===== src/rtl/bl_guard_pkg.sv =====
package bl_guard_pkg;

   typedef enum logic [1:0] {
      CAUSE_NONE  = 2'b00,
      CAUSE_RANGE = 2'b01,
      CAUSE_PRIV  = 2'b10
   } trap_cause_e;

   localparam logic SEL_START = 1'b0;
   localparam logic SEL_SIZE  = 1'b1;

endpackage


===== src/rtl/bl_window_regs.sv =====
module bl_window_regs
   import bl_guard_pkg::*;
#(
   parameter int ADDR_W = 32
) (
   input  logic              clk,
   input  logic              rst_n,
   input  logic              wr_req,
   input  logic              wr_sel,
   input  logic [ADDR_W-1:0] wr_data,
   input  logic              kmode,
   output logic [ADDR_W-1:0] start_o,
   output logic [ADDR_W-1:0] size_o,
   output logic              priv_fault_o
);

   logic [ADDR_W-1:0] start_q;
   logic [ADDR_W-1:0] size_q;
   logic              wr_ok;

   assign wr_ok        = wr_req & kmode;
   assign priv_fault_o = wr_req & ~kmode;

   always_ff @(posedge clk or negedge rst_n) begin
      if (!rst_n) begin
         start_q <= '0;
         size_q  <= '0;
      end else if (wr_ok) begin
         if (wr_sel == SEL_START) start_q <= wr_data;
         else                     size_q  <= wr_data;
      end
   end

   assign start_o = start_q;
   assign size_o  = size_q;

   // without a kernel write, both registers hold
   p_hold_r8: assert property (@(posedge clk) disable iff (!rst_n)
      !(wr_req && kmode) |=> ($stable(start_q) && $stable(size_q)));

   // a kernel write lands in the selected register only
   p_load_r7: assert property (@(posedge clk) disable iff (!rst_n)
      (wr_req && kmode && wr_sel == SEL_START) |=> (start_q == $past(wr_data) && $stable(size_q)));

endmodule


===== src/rtl/bl_range_cmp.sv =====
module bl_range_cmp #(
   parameter int ADDR_W   = 32,
   parameter bit SUB_FORM = 1'b0
) (
   input  logic [ADDR_W-1:0] addr_i,
   input  logic [ADDR_W-1:0] start_i,
   input  logic [ADDR_W-1:0] size_i,
   output logic              legal_o
);

   localparam int EXT_W = ADDR_W + 1;

   logic [EXT_W-1:0] a_x;
   logic [EXT_W-1:0] s_x;
   logic [EXT_W-1:0] n_x;
   logic             above_start;

   assign a_x         = {1'b0, addr_i};
   assign s_x         = {1'b0, start_i};
   assign n_x         = {1'b0, size_i};
   assign above_start = (a_x >= s_x);

   generate
      if (SUB_FORM) begin : g_offset
         logic [EXT_W-1:0] off_x;
         assign off_x   = a_x - s_x;
         assign legal_o = above_start && (off_x < n_x);
      end else begin : g_endpoint
         logic [EXT_W-1:0] end_x;
         assign end_x   = s_x + n_x;
         assign legal_o = above_start && (a_x < end_x);
      end
   endgenerate

   always_comb begin
      if (legal_o) begin
         p_lower_r2: assert (addr_i >= start_i);
         p_nonempty_r11: assert (size_i != '0);
      end
   end

endmodule


===== src/rtl/bl_fault_gate.sv =====
module bl_fault_gate
   import bl_guard_pkg::*;
#(
   parameter int ADDR_W = 32
) (
   input  logic              clk,
   input  logic              rst_n,
   input  logic              req_i,
   input  logic [ADDR_W-1:0] addr_i,
   input  logic              we_i,
   input  logic              kmode_i,
   input  logic              legal_i,
   input  logic              priv_fault_i,
   output logic              mem_req_o,
   output logic [ADDR_W-1:0] mem_addr_o,
   output logic              mem_we_o,
   output logic              trap_valid_o,
   output logic [ADDR_W-1:0] trap_addr_o,
   output trap_cause_e       trap_cause_o
);

   logic              range_fault;
   logic              any_fault;
   trap_cause_e       cause_d;
   logic              trap_q;
   logic [ADDR_W-1:0] taddr_q;
   trap_cause_e       cause_q;

   assign range_fault = req_i & ~kmode_i & ~legal_i;
   assign any_fault   = range_fault | priv_fault_i;

   always_comb begin
      if (priv_fault_i)     cause_d = CAUSE_PRIV;
      else if (range_fault) cause_d = CAUSE_RANGE;
      else                  cause_d = CAUSE_NONE;
   end

   assign mem_req_o  = req_i & ~range_fault;
   assign mem_addr_o = addr_i;
   assign mem_we_o   = we_i;

   always_ff @(posedge clk or negedge rst_n) begin
      if (!rst_n) begin
         trap_q  <= 1'b0;
         taddr_q <= '0;
         cause_q <= CAUSE_NONE;
      end else begin
         trap_q  <= any_fault;
         taddr_q <= any_fault ? addr_i : '0;
         cause_q <= cause_d;
      end
   end

   assign trap_valid_o = trap_q;
   assign trap_addr_o  = taddr_q;
   assign trap_cause_o = cause_q;

   // illegal user request never reaches the bus
   p_block_r4: assert property (@(posedge clk) disable iff (!rst_n)
      (req_i && !kmode_i && !legal_i) |-> !mem_req_o);

   // kernel requests always pass
   p_kernel_pass_r6: assert property (@(posedge clk) disable iff (!rst_n)
      (req_i && kmode_i) |-> mem_req_o);

   // a trap follows only a faulting cycle
   p_pulse_src_r10: assert property (@(posedge clk) disable iff (!rst_n)
      trap_valid_o |-> $past((req_i && !kmode_i && !mem_req_o) || priv_fault_i));

   // privilege fault dominates the cause
   p_priv_wins_r9: assert property (@(posedge clk) disable iff (!rst_n)
      priv_fault_i |=> (trap_cause_o == CAUSE_PRIV));

endmodule


===== src/rtl/bl_guard.sv =====
module bl_guard
   import bl_guard_pkg::*;
#(
   parameter int ADDR_W   = 32,
   parameter bit SUB_FORM = 1'b0
) (
   input  logic              clk,
   input  logic              rst_n,
   input  logic              cpu_req,
   input  logic [ADDR_W-1:0] cpu_addr,
   input  logic              cpu_we,
   input  logic              cpu_kmode,
   input  logic              cfg_wr,
   input  logic              cfg_sel,
   input  logic [ADDR_W-1:0] cfg_data,
   output logic              mem_req,
   output logic [ADDR_W-1:0] mem_addr,
   output logic              mem_we,
   output logic              trap_valid,
   output logic [ADDR_W-1:0] trap_addr,
   output logic [1:0]        trap_cause
);

   generate
      if (ADDR_W < 8 || ADDR_W > 62) begin : g_bad_width
         $error("bl_guard: ADDR_W must lie in 8..62");
      end
   endgenerate

   logic [ADDR_W-1:0] win_start;
   logic [ADDR_W-1:0] win_size;
   logic              priv_fault;
   logic              addr_legal;
   trap_cause_e       cause_w;

   bl_window_regs #(.ADDR_W(ADDR_W)) u_regs (
      .clk          (clk),
      .rst_n        (rst_n),
      .wr_req       (cfg_wr),
      .wr_sel       (cfg_sel),
      .wr_data      (cfg_data),
      .kmode        (cpu_kmode),
      .start_o      (win_start),
      .size_o       (win_size),
      .priv_fault_o (priv_fault)
   );

   bl_range_cmp #(.ADDR_W(ADDR_W), .SUB_FORM(SUB_FORM)) u_cmp (
      .addr_i  (cpu_addr),
      .start_i (win_start),
      .size_i  (win_size),
      .legal_o (addr_legal)
   );

   bl_fault_gate #(.ADDR_W(ADDR_W)) u_gate (
      .clk          (clk),
      .rst_n        (rst_n),
      .req_i        (cpu_req),
      .addr_i       (cpu_addr),
      .we_i         (cpu_we),
      .kmode_i      (cpu_kmode),
      .legal_i      (addr_legal),
      .priv_fault_i (priv_fault),
      .mem_req_o    (mem_req),
      .mem_addr_o   (mem_addr),
      .mem_we_o     (mem_we),
      .trap_valid_o (trap_valid),
      .trap_addr_o  (trap_addr),
      .trap_cause_o (cause_w)
   );

   assign trap_cause = cause_w;

   // forwarded request carries the core's address and direction
   p_forward_r5: assert property (@(posedge clk) disable iff (!rst_n)
      mem_req |-> (cpu_req && mem_addr == cpu_addr && mem_we == cpu_we));

   // a user-mode write always traps on the next cycle
   p_user_wr_trap_r8: assert property (@(posedge clk) disable iff (!rst_n)
      (cfg_wr && !cpu_kmode) |=> trap_valid);

endmodule


===== config.mk =====
export PLATFORM = sky130hd
export DESIGN_NAME = bl_guard
export DESIGN_NICKNAME = d
export VERILOG_FILES = /design/src/rtl/bl_guard_pkg.sv /design/src/rtl/bl_window_regs.sv /design/src/rtl/bl_range_cmp.sv /design/src/rtl/bl_fault_gate.sv /design/src/rtl/bl_guard.sv
export SDC_FILE = /design/constraint.sdc
export NUM_CORES = 1
export LEC_CHECK = 0
export CELL_PAD_IN_SITES_DETAIL_PLACEMENT = 0
export CELL_PAD_IN_SITES_GLOBAL_PLACEMENT = 1
export CORE_ASPECT_RATIO = 0.6
export CORE_UTILIZATION = 25
export DETAILED_ROUTE_END_ITERATION = 8
export DONT_BUFFER_PORTS = 1
export PLACE_DENSITY = 0.56
export SYNTH_ARGS = -nofsm -noshare
export SYNTH_HDL_FRONTEND = slang
export SYNTH_SLANG_ARGS = --single-unit

===== constraint.sdc =====
create_clock -name clk -period 5.62 [get_ports clk]
set_input_delay 0.562 -clock clk [delete_from_list [all_inputs] [get_ports clk]]
set_output_delay 0.562 -clock clk [all_outputs]
set_load 0.02 [all_outputs]

# Yosys cells after proc, flatten, opt, wreduce, memory -nomap -nowiden
# Index checks and enable logic that the tools add are counted.
word_totals:
  ff_bits: 99
  latchBits: 0
  mem_bits_rw: 0
  romBits: 0
  inputBits: 71
  output_inout_bits: 69
  word_cells: 24
  n_memories: 0
op_classes:
  add_sub_neg: 1
  multipliers: 0
  n_div: 0
  n_lt_le_gt_ge: 2
  n_eq_ne: 0
  n_shift: 0
  mux: 3
  bitwise: 10
  reduce_logical: 3
ops:
  columns: ["op", "n"]
  rows:
  - ["adder 32 x 32 -> 33 bit", 1]
  - ["< comparator 32 x 33 -> 1 bit", 1]
  - [">= comparator 32 bit", 1]
  - ["two-way mux 32 bit", 1]
  - ["bitwise AND 1 bit", 5]
  - ["NOT 1 bit", 4]
  - ["AND reduction 2 bit", 2]
  - ["two-way mux 2 bit", 1]
  - ["logical AND 1 bit", 1]
  - ["two-way mux 1 bit", 1]
  - ["OR 1 bit", 1]

# Longest topological paths before layout
# Gate-level depths: netlist (run 1).
depth:
  ltp_word: 7
  mapped_depth: 19
  depth_no_buf: 18

# Hierarchy
# From an unflattened synthesis (run 1), not the netlist that was laid out.
hier_totals:
  hier_cells: 697
  hier_area_um2: 7403.4
modules_own_cells:
  columns: ["mod", "instances", "cells_per_inst", "area_each_um2", "seq_area_each_um2"]
  rows:
  - ["bl_range_cmp", 1, 448, 3250.6, 0.0]
  - ["bl_window_regs", 1, 137, 2658.8, 1601.5]
  - ["bl_fault_gate", 1, 112, 1493.9, 875.8]

# Worst setup path after synthesis (run 1)
# Ideal clock, no wire load.
synth_timing:
  path_type: "flip-flop to output port"
  start: "register u_regs.start_q[0], in the netlist u_regs.start_o[0]"
  end: "output mem_req"
  t_arrival_ps: 4110
  t_required_ps: 5058
  setup_slack_ps: 948
  path_stages_with_launch: 19
  path_buffers: 0
  cell_sequence: "dfrtp_1 -> ha_1 -> fa_1 -> a211oi_1 -> o21bai_1 -> a21oi_1 -> o31ai_2 -> a2bb2oi_1 -> a22oi_1 -> o21ai_0 -> xnor2_1 -> ha_1 -> a21oi_1 -> o211ai_1 -> nand4_1 -> a2111o_1 -> a311oi_1 -> a21oi_1 -> and2_1"
synth_between:
  elab_chain_cells: 7
  elab_cells_between_ends: 8
  cone_classes: "1 x add/sub; 2 x order compare; 4 x bitwise; 1 x reduce/logical"
synth_lines:
  columns: ["item", "line", "text"]
  rows:
  - ["start, declared", "bl_window_regs.sv:17", "logic [ADDR_W-1:0] start_q;"]
  - ["start signal, assigned", "bl_window_regs.sv:29", "if (wr_sel == SEL_START) start_q <= wr_data;"]
  - ["adder 32 x 32 -> 33 bit", "bl_range_cmp.sv:30", "assign end_x = s_x + n_x;"]
  - ["< comparator 32 x 33 -> 1 bit", "bl_range_cmp.sv:31", "assign legal_o = above_start && (a_x < end_x);"]
  - ["logical AND 1 bit *", "bl_range_cmp.sv:31", null]
  - ["NOT 1 bit *", "bl_fault_gate.sv:29", "assign range_fault = req_i & ~kmode_i & ~legal_i;"]
  - ["bitwise AND 1 bit *", "bl_fault_gate.sv:29", null]
  - ["NOT 1 bit *", "bl_fault_gate.sv:38", "assign mem_req_o = req_i & ~range_fault;"]
  - ["bitwise AND 1 bit *", "bl_fault_gate.sv:38", null]
  - ["end, declared", "bl_guard.sv:16", "output logic mem_req,"]
# Mark *: on every way between the ends. The rest lies on a longest branch, timed or not.

# Worst setup path after layout (run 1)
# Ends and elaborated chain as after synthesis.

==> summary.txt, run 1 <==
Status
  – Status: finished, final reports clean

Die
  – Core Box Area: between 20000 and 30000 µm²
  – Full die area: between 20000 and 30000 µm²
  – Effective utilization at floorplan: 25.84%
  – I/O pin count: 140
  – Cell Rows: 46
  – Die height: roughly 130 µm
  – Die width: around 220 µm

Power
  – Static Leak: approximately 3.4 nW
  – Tot Pwr: between 0.003 and 0.004 W
  – Worst VDD drop: around 0.00019 V
  – P per Cell Area: around 420 nW/µm²

STA
  – Final Critical Period: ~5.3 ns
  – Setup-failing EPs final: 0
  – Fmax: between 150 and 200 MHz
  – Hold slack: approximately 0.14 ns
  – Clk_skew: ~0.0099 ns
  – Max Slew Vio Count: 0
  – Slew headroom: a little under a third
  – Setup TNS: 0 ns
  – Tcrit/Tclk final: around 95%
  – Worst-Margin Slew: about 1.0 ns
  – Unrepaired setup endpoints after global routing: false
  – Final Hold Viols: 0

Yosys
  – Fraction of synthesized area in multiplexers: 10.57%
  – Post-synth top area share: roughly 36%
  – Largest cells by area after synthesis: dfrtp_1 (36%), ha_1 (17%), mux2_2 (10%)
  – Synth Area in Simple Gates: 12.48%
  – Post-synthesis xor/xnor area fraction: 3.546%
  – Post-synthesis async set-or-reset flop share: 100.0%
  – Synth Register Bits: 99
  – Synth Cell Area: about 6900 µm²
  – Synth Instances: roughly 670
  – Syn Area/Cell: between 10 and 15 µm²
  – Mapped Nets: roughly 830
  – Largest family of logic cells by synthesized area: adder cells
  – Yosys top cell by area: dfrtp_1
  – Yosys warning count: 0
  – Register area share after synthesis: 35.82%
  – Synth Area in Compound Gates: a little over an eighth
  – Synth Area in Adders: about 17%
  – Synth Flop Type: dfrtp_1
  – Post-synth EDFFs: 0
  – Synth cell types: 55

Placed design
  – RePlAce Congestion: 0.8120
  – # port buffers: 0
  – DP HPWL: 15690 µm

Critical path
  – Worst path required time: between 5 and 6 ns
  – Crit end category: output port
  – Crit-path slowest cell: fa_1
  – Stages on the worst setup path: 18
  – Arrival time worst endpoint: ~4.8 ns
  – CP Class: flip-flop to output port
  – Top delay family on crit path: compound AO/OA/AOI/OAI gates
  – R2R setup slack: between 0.7 and 0.8 ns
  – Max incr delay on CP: 0.44 ns
  – Critical path, cell by cell: ha_1 -> fa_1 -> a211oi_1 -> o21bai_1 -> a21oi_2 -> o31ai_2 -> a2bb2oi_2 -> a22oi_2 -> o21ai_0 -> xnor2_1 -> ha_1 -> a21oi_1 -> o211ai_1 -> nand4_1 -> a2111o_1 -> a311oi_2 -> a21oi_1 -> and2_1
  – Maximum fanout along the worst path: 4
  – Critical path buffers and inverters: 0
  – Worst reg-to-reg path cell count: 19
  – Crit start category: flip-flop

Finish
  – Layout cells sized above 1: 20.00%
  – Antenna cell count: 0
  – Area grow syn2layout: 7.979%
  – Most common cell after layout, fill and taps aside: dfrtp_1
  – Nets: about 800
  – Fill count: ~2800
  – Most frequent cells in the layout: dfrtp_1 (99), ha_1 (95), mux2_2 (64), a21oi_1 (57), inv_1 (41)

Detailed routing
  – Antenna viol nets, final: 0
  – Wire per inst: between 15 and 20 µm
  – Final WL: 19670 µm
  – Via count: between 4000 and 5000
  – Drt first pass iters: 4
  – Drt drc: 0
  – Iter 0 DRT Violations: between 300 and 400
  – DR vias/cell: ~4.7

Global routing
  – Total track usage: around 14%
  – First-pass GRT wire length: just under 30000 µm
  – Grt total ovfl: 0
  – Largest net degree at the start of global routing: 100
  – Number of global-route vias before repair: between 4000 and 5000
  – Initial antenna violation count: 0

Clocking
  – Clock slew at reported path FFs: 0.07 ns
  – Clk Latency, worst-skew pair: 0.36 ns
  – Clk root buf: clkbuf_16
  – Clock Sinks: 99
  – CTS tree: done
  – H-tree levels: 3
  – CTS Buf Count: 9
  – Clk buf depth: 2
  – Post-CTS repair timing setup buffer count: 0

Worst hold path
  – Hold Path Class: input pin to async pin

Run
  – Max_cap viols: 0
==> through the flow <==
| step | worst slack, ns | instance area (µm²) | cells | util [%] |
|---|---|---|---|---|
| 2_1_floorplan | 0.9483 | 6915 | 665 | - |
| 6_report | 0.2896 | 7467 | 1000 | 27.90 |
| 5_1_grt | 0.006669 | 7467 | 1000 | 27.90 |
| 3_3_place_gp | 0.4823 | 7088 | 983 | 26.48 |
| 3_5_place_dp | 0.4363 | 7088 | 983 | 26.48 |
| 4_1_cts | 0.02254 | 7435 | 1000 | 27.78 |
==> cell type report <==
type / instances / area (µm²) / area share, %
Inverter: 41 / 153.9 / 2.061
Timing Repair Buffer: 4 / 62.56 / 0.8378
Clock inverter: 6 / 90.09 / 1.206
Tap cell: 360 / 450.4 / 6.032
Multi-Input combinational cell: 480 / 4004 / 53.62
Sequential cell: 99 / 2477 / 33.18
Clock buffer: 10 / 229.0 / 3.066
==> state kept, by name, indices dropped and copies added (netlist names) <==
register             flops
u_gate.trap_cause_o      2
u_gate.trap_addr_o      32
u_regs.start_o          32
u_regs.size_o           32
u_gate.trap_valid_o      1
==> layer usage <==
metal / wire, µm / part of all wire [%] / track usage, %
met4: 280 / 1.4 / 3.770
met1: 10490 / 53 / 21.30
met5: 0 / 0 / 0
met3: 1530 / 7.8 / 5.208
met2: 7371 / 37 / 19.08
==> path summary, 6_finish.rpt <==
| check | start | endpoint |
|---|---|---|
| min in group clk | cpu_addr[31] | u_gate.trap_addr_o[31] |
| max in group asynchronous | rst_n | u_regs.size_o[29] |
| hold / removal | rst_n | u_regs.start_o[5] |
| hold reg to reg | u_regs.size_o[0] | u_regs.size_o[0] |
| setup reg to reg | u_regs.start_o[0] | u_gate.trap_addr_o[27] |
| setup / recovery | u_regs.start_o[0] | mem_req |
==> worst reg2reg max path: stages (launching register included) <==
cell and delay, ns:
dfrtp_1 0.41, ha_1 0.24, fa_1 0.44, a211oi_1 0.24, o21bai_1 0.12, a21oi_2 0.19
o31ai_2 0.11, a2bb2oi_2 0.21, a22oi_2 0.28, o21ai_0 0.16, xnor2_1 0.16, ha_1 0.31
a21oi_1 0.08, o211ai_1 0.20, nand4_1 0.14, a2111o_1 0.43, a311oi_2 0.29, a211o_1 0.36
buf_12 0.23, and2_4 0.18
==> cell families (layout without fill, tap and decap cells) <==
| group | count (synthesis) | after routing |
|---|---|---|
| multiplexers | 65 | 65 |
| AO/OA/AOI/OAI | 147 | 147 |
| buffers and inverters | 86 | 61 |
| XOR/XNOR | 28 | 28 |
| adder cells (fa/ha/maj) | 96 | 96 |
| AND/OR/NAND/NOR | 144 | 144 |
| flip-flops | 99 | 99 |
==> synthesized netlist by cell type (5+ instances only) <==
cell type  count
a211oi_1       6
mux2_2        64
nand3_1       10
or3_1          6
inv_1         41
nand4_1       10
buf_4         33
nand2_1       31
a21o_1        14
and2_1         9
o21ai_0       30
xnor2_1       10
xor2_1        18
nor2_1        16
dfrtp_1       99
ha_1          95
nor2b_1        5
nand2b_1       8
a21oi_1       58
and2_4        29
==> what timing repair did <==
item,4_1_cts,5_1_grt
endpoints found under the hold margin,99,0
gates resized for setup,0,7
hold buffers,1,0
endpoints found under the setup margin,0,1
==> where the power goes <==
group          leakage, nW  internal, W  switching [W]
combinational         2.05     0.000671       0.000816
sequential            1.21     0.000847       0.000155
clock                0.141     0.000390       0.000288
total                 3.40      0.00191        0.00126
No activity file was read; power rests on OpenSTA's default activity.
==> run 2: changes to the inputs <==
- CORE_UTILIZATION: 25 -> 50
- PLACE_DENSITY: 0.56 -> 0.91
==> run 2 against run 1 <==
Core utilization grew 27 points. Global-route usage grew 9.5 points. Clock power about the same. Largest power group unchanged. Via count is 5.2% higher. Combinational power about the same.
==> summary.txt, run 2 (synthesis gave the netlist of run 1 again) <==
Status
  – Status: finished, final reports clean

Finish
  – Nets: ~800
  – Area grow syn2layout: 4.306%
  – Most frequent cells in the layout: dfrtp_1 (99), ha_1 (95), mux2_2 (64), a21oi_1 (57), inv_1 (41)
  – Most common cell after layout, fill and taps aside: dfrtp_1
  – Layout cells sized above 1: 19.97%
  – Antenna cell count: 0

Placed design
  – RePlAce Congestion: between 0.8 and 0.9
  – # port buffers: 0
  – DP HPWL: between 10000 and 15000 µm

Power
  – Logic pwr share: between 40% and 50%
  – Sw Pwr: approximately 0.0013 W
  – P per Cell Area: ~440 nW/µm²
  – Clock share of power: a little over a fifth
  – Static Leak: 3.408 nW
  – P_int: roughly 0.0019 W
  – Share of power burned in registers: around a third
  – Switching share of total power: approximately 40%
  – Worst VDD drop: 0.0001540 V

Critical path
  – Crit end category: output port
  – FF-to-FF End: u_gate.trap_addr_o[1]
  – Arrival time worst endpoint: 4.77 ns
  – Critical R2R Launch: u_regs.start_o[0]
  – Crit start category: flip-flop
  – Critical path, cell by cell: ha_1 -> fa_1 -> a211oi_1 -> o21bai_1 -> a21oi_2 -> o31ai_2 -> a2bb2oi_1 -> a22oi_2 -> o21ai_1 -> xnor2_1 -> ha_1 -> a21oi_1 -> o211ai_1 -> nand4_1 -> a2111o_1 -> a311oi_2 -> a21oi_1 -> and2_2
  – Maximum fanout along the worst path: 4
  – Critical path buffers and inverters: 0
  – CP Class: flip-flop to output port
  – R2R setup slack: between 0.9 and 1 ns
  – Max incr delay on CP: around 0.43 ns
  – Top delay family on crit path: compound AO/OA/AOI/OAI gates
  – Worst reg-to-reg path cell count: 19
  – Worst path required time: approximately 5 ns
  – Setup crit start: u_regs.start_o[0]
  – Crit-path slowest cell: fa_1

STA
  – Setup-failing EPs final: 0
  – Slew headroom: ~55%
  – Clk_skew: between 0.009 and 0.01 ns
  – Fmax: about 190 MHz
  – Worst-Margin Slew: between 0.6 and 0.7 ns
  – Tcrit/Tclk final: 94.88%
  – Final Hold Viols: 0
  – Setup TNS: 0 ns
  – Hold slack: about 0.12 ns
  – Final Critical Period: between 5 and 6 ns
  – Max Slew Vio Count: 0

Detailed routing
  – Wire per inst: between 20 and 25 µm
  – DR vias/cell: 6.086
  – Drt drc: 0
  – Final WL: between 15000 and 20000 µm
  – Iter 0 DRT Violations: slightly above 400
  – Drt first pass iters: 5
  – Via count: approximately 4900
  – Antenna viol nets, final: 0

Clocking
  – H-tree levels: 3
  – Clk buf depth: 2
  – Clock Sinks: between 90 and 100
  – CTS Buf Count: 9
  – Clk root buf: clkbuf_16
  – Clock slew at reported path FFs: 0.07 ns
  – CTS tree: done
  – Clk Latency, worst-skew pair: 0.35 ns

Die
  – Die width: between 150 and 200 µm
  – Full die area: 14320 µm²
  – Core Box Area: around 13000 µm²
  – I/O pin count: between 100 and 150
  – Die height: between 90 and 100 µm
  – Effective utilization at floorplan: between 50% and 60%
  – Cell Rows: 32

Global routing
  – Number of global-route vias before repair: ~4800
  – Total track usage: between 20% and 30%
  – Initial antenna violation count: 0
  – Grt total ovfl: 0
  – First-pass GRT wire length: between 20000 and 30000 µm
  – Largest net degree at the start of global routing: 100

Run
  – Max_cap viols: 0

Worst hold path
  – Hold Path Class: input pin to async pin
## run 2: stage by stage
| step | cell area (µm²) | std cells | setup slack (ns) | util (%) | total power (W) |
|---|---|---|---|---|---|
| 2_1_floorplan | 6915 | 665 | 0.9483 | - | 0.002143 |
| 3_3_place_gp | 6840 | 794 | 0.5082 | 51.93 | 0.002378 |
| 3_5_place_dp | 6840 | 794 | 0.4309 | 51.93 | 0.002444 |
| 4_1_cts | 7191 | 811 | 0.02951 | 54.59 | 0.003146 |
| 5_1_grt | 7213 | 811 | -0.03327 | 54.76 | 0.003391 |
| 6_report | 7213 | 811 | 0.2876 | 54.76 | 0.003176 |
## run 2: final cells by class
cell class	count	area, µm²
fillers	1134	5959
multi-input cells	480	3989
flip-flops and latches	99	2477
clock buffers	9	225.2
well taps	170	212.7
inverters	41	153.9
clock inverters	7	97.59
repair buffers	5	57.56
## run 2: power by group through the flow
stage	registers, W	logic, W	clock network, W
global placement	0.000998	0.00138	0
CTS	0.000997	0.00146	0.000684
global route	0.00101	0.00167	0.000710
floorplan	0.000978	0.00117	0
finish	0.000997	0.00150	0.000675
detailed placement	0.00101	0.00143	0
## run 2: worst max path at each step
stage	depth (start not counted)	slack, ns	end
5_1_grt	18	-0.03	mem_req
4_1_cts	18	0.03	mem_req
2_1_floorplan	18	0.95	mem_req
3_5_place_dp	18	0.43	mem_req
3_3_place_gp	18	0.51	mem_req
6_report	18	0.29	mem_req
## run 2: what timing repair did
action / 4_1_cts / 5_1_grt
endpoints found under the setup margin: 0 / 1
hold endpoints to repair: 99 / 0
hold buffers: 1 / 0
gates resized for setup: 0 / 6
setup buffers: 0 / 0
## run 2: layer usage
metal  share of wire (%)  wire length, µm  vias to the layer above  track usage, %
met5                   0                0                        -               0
met4                 2.1              357                        0           7.333
met3                 9.0             1508                       29           7.183
met2                  41             6870                      200           34.73
met1                  48             7931                     2408           33.68
li1                    -                -                     2299               -
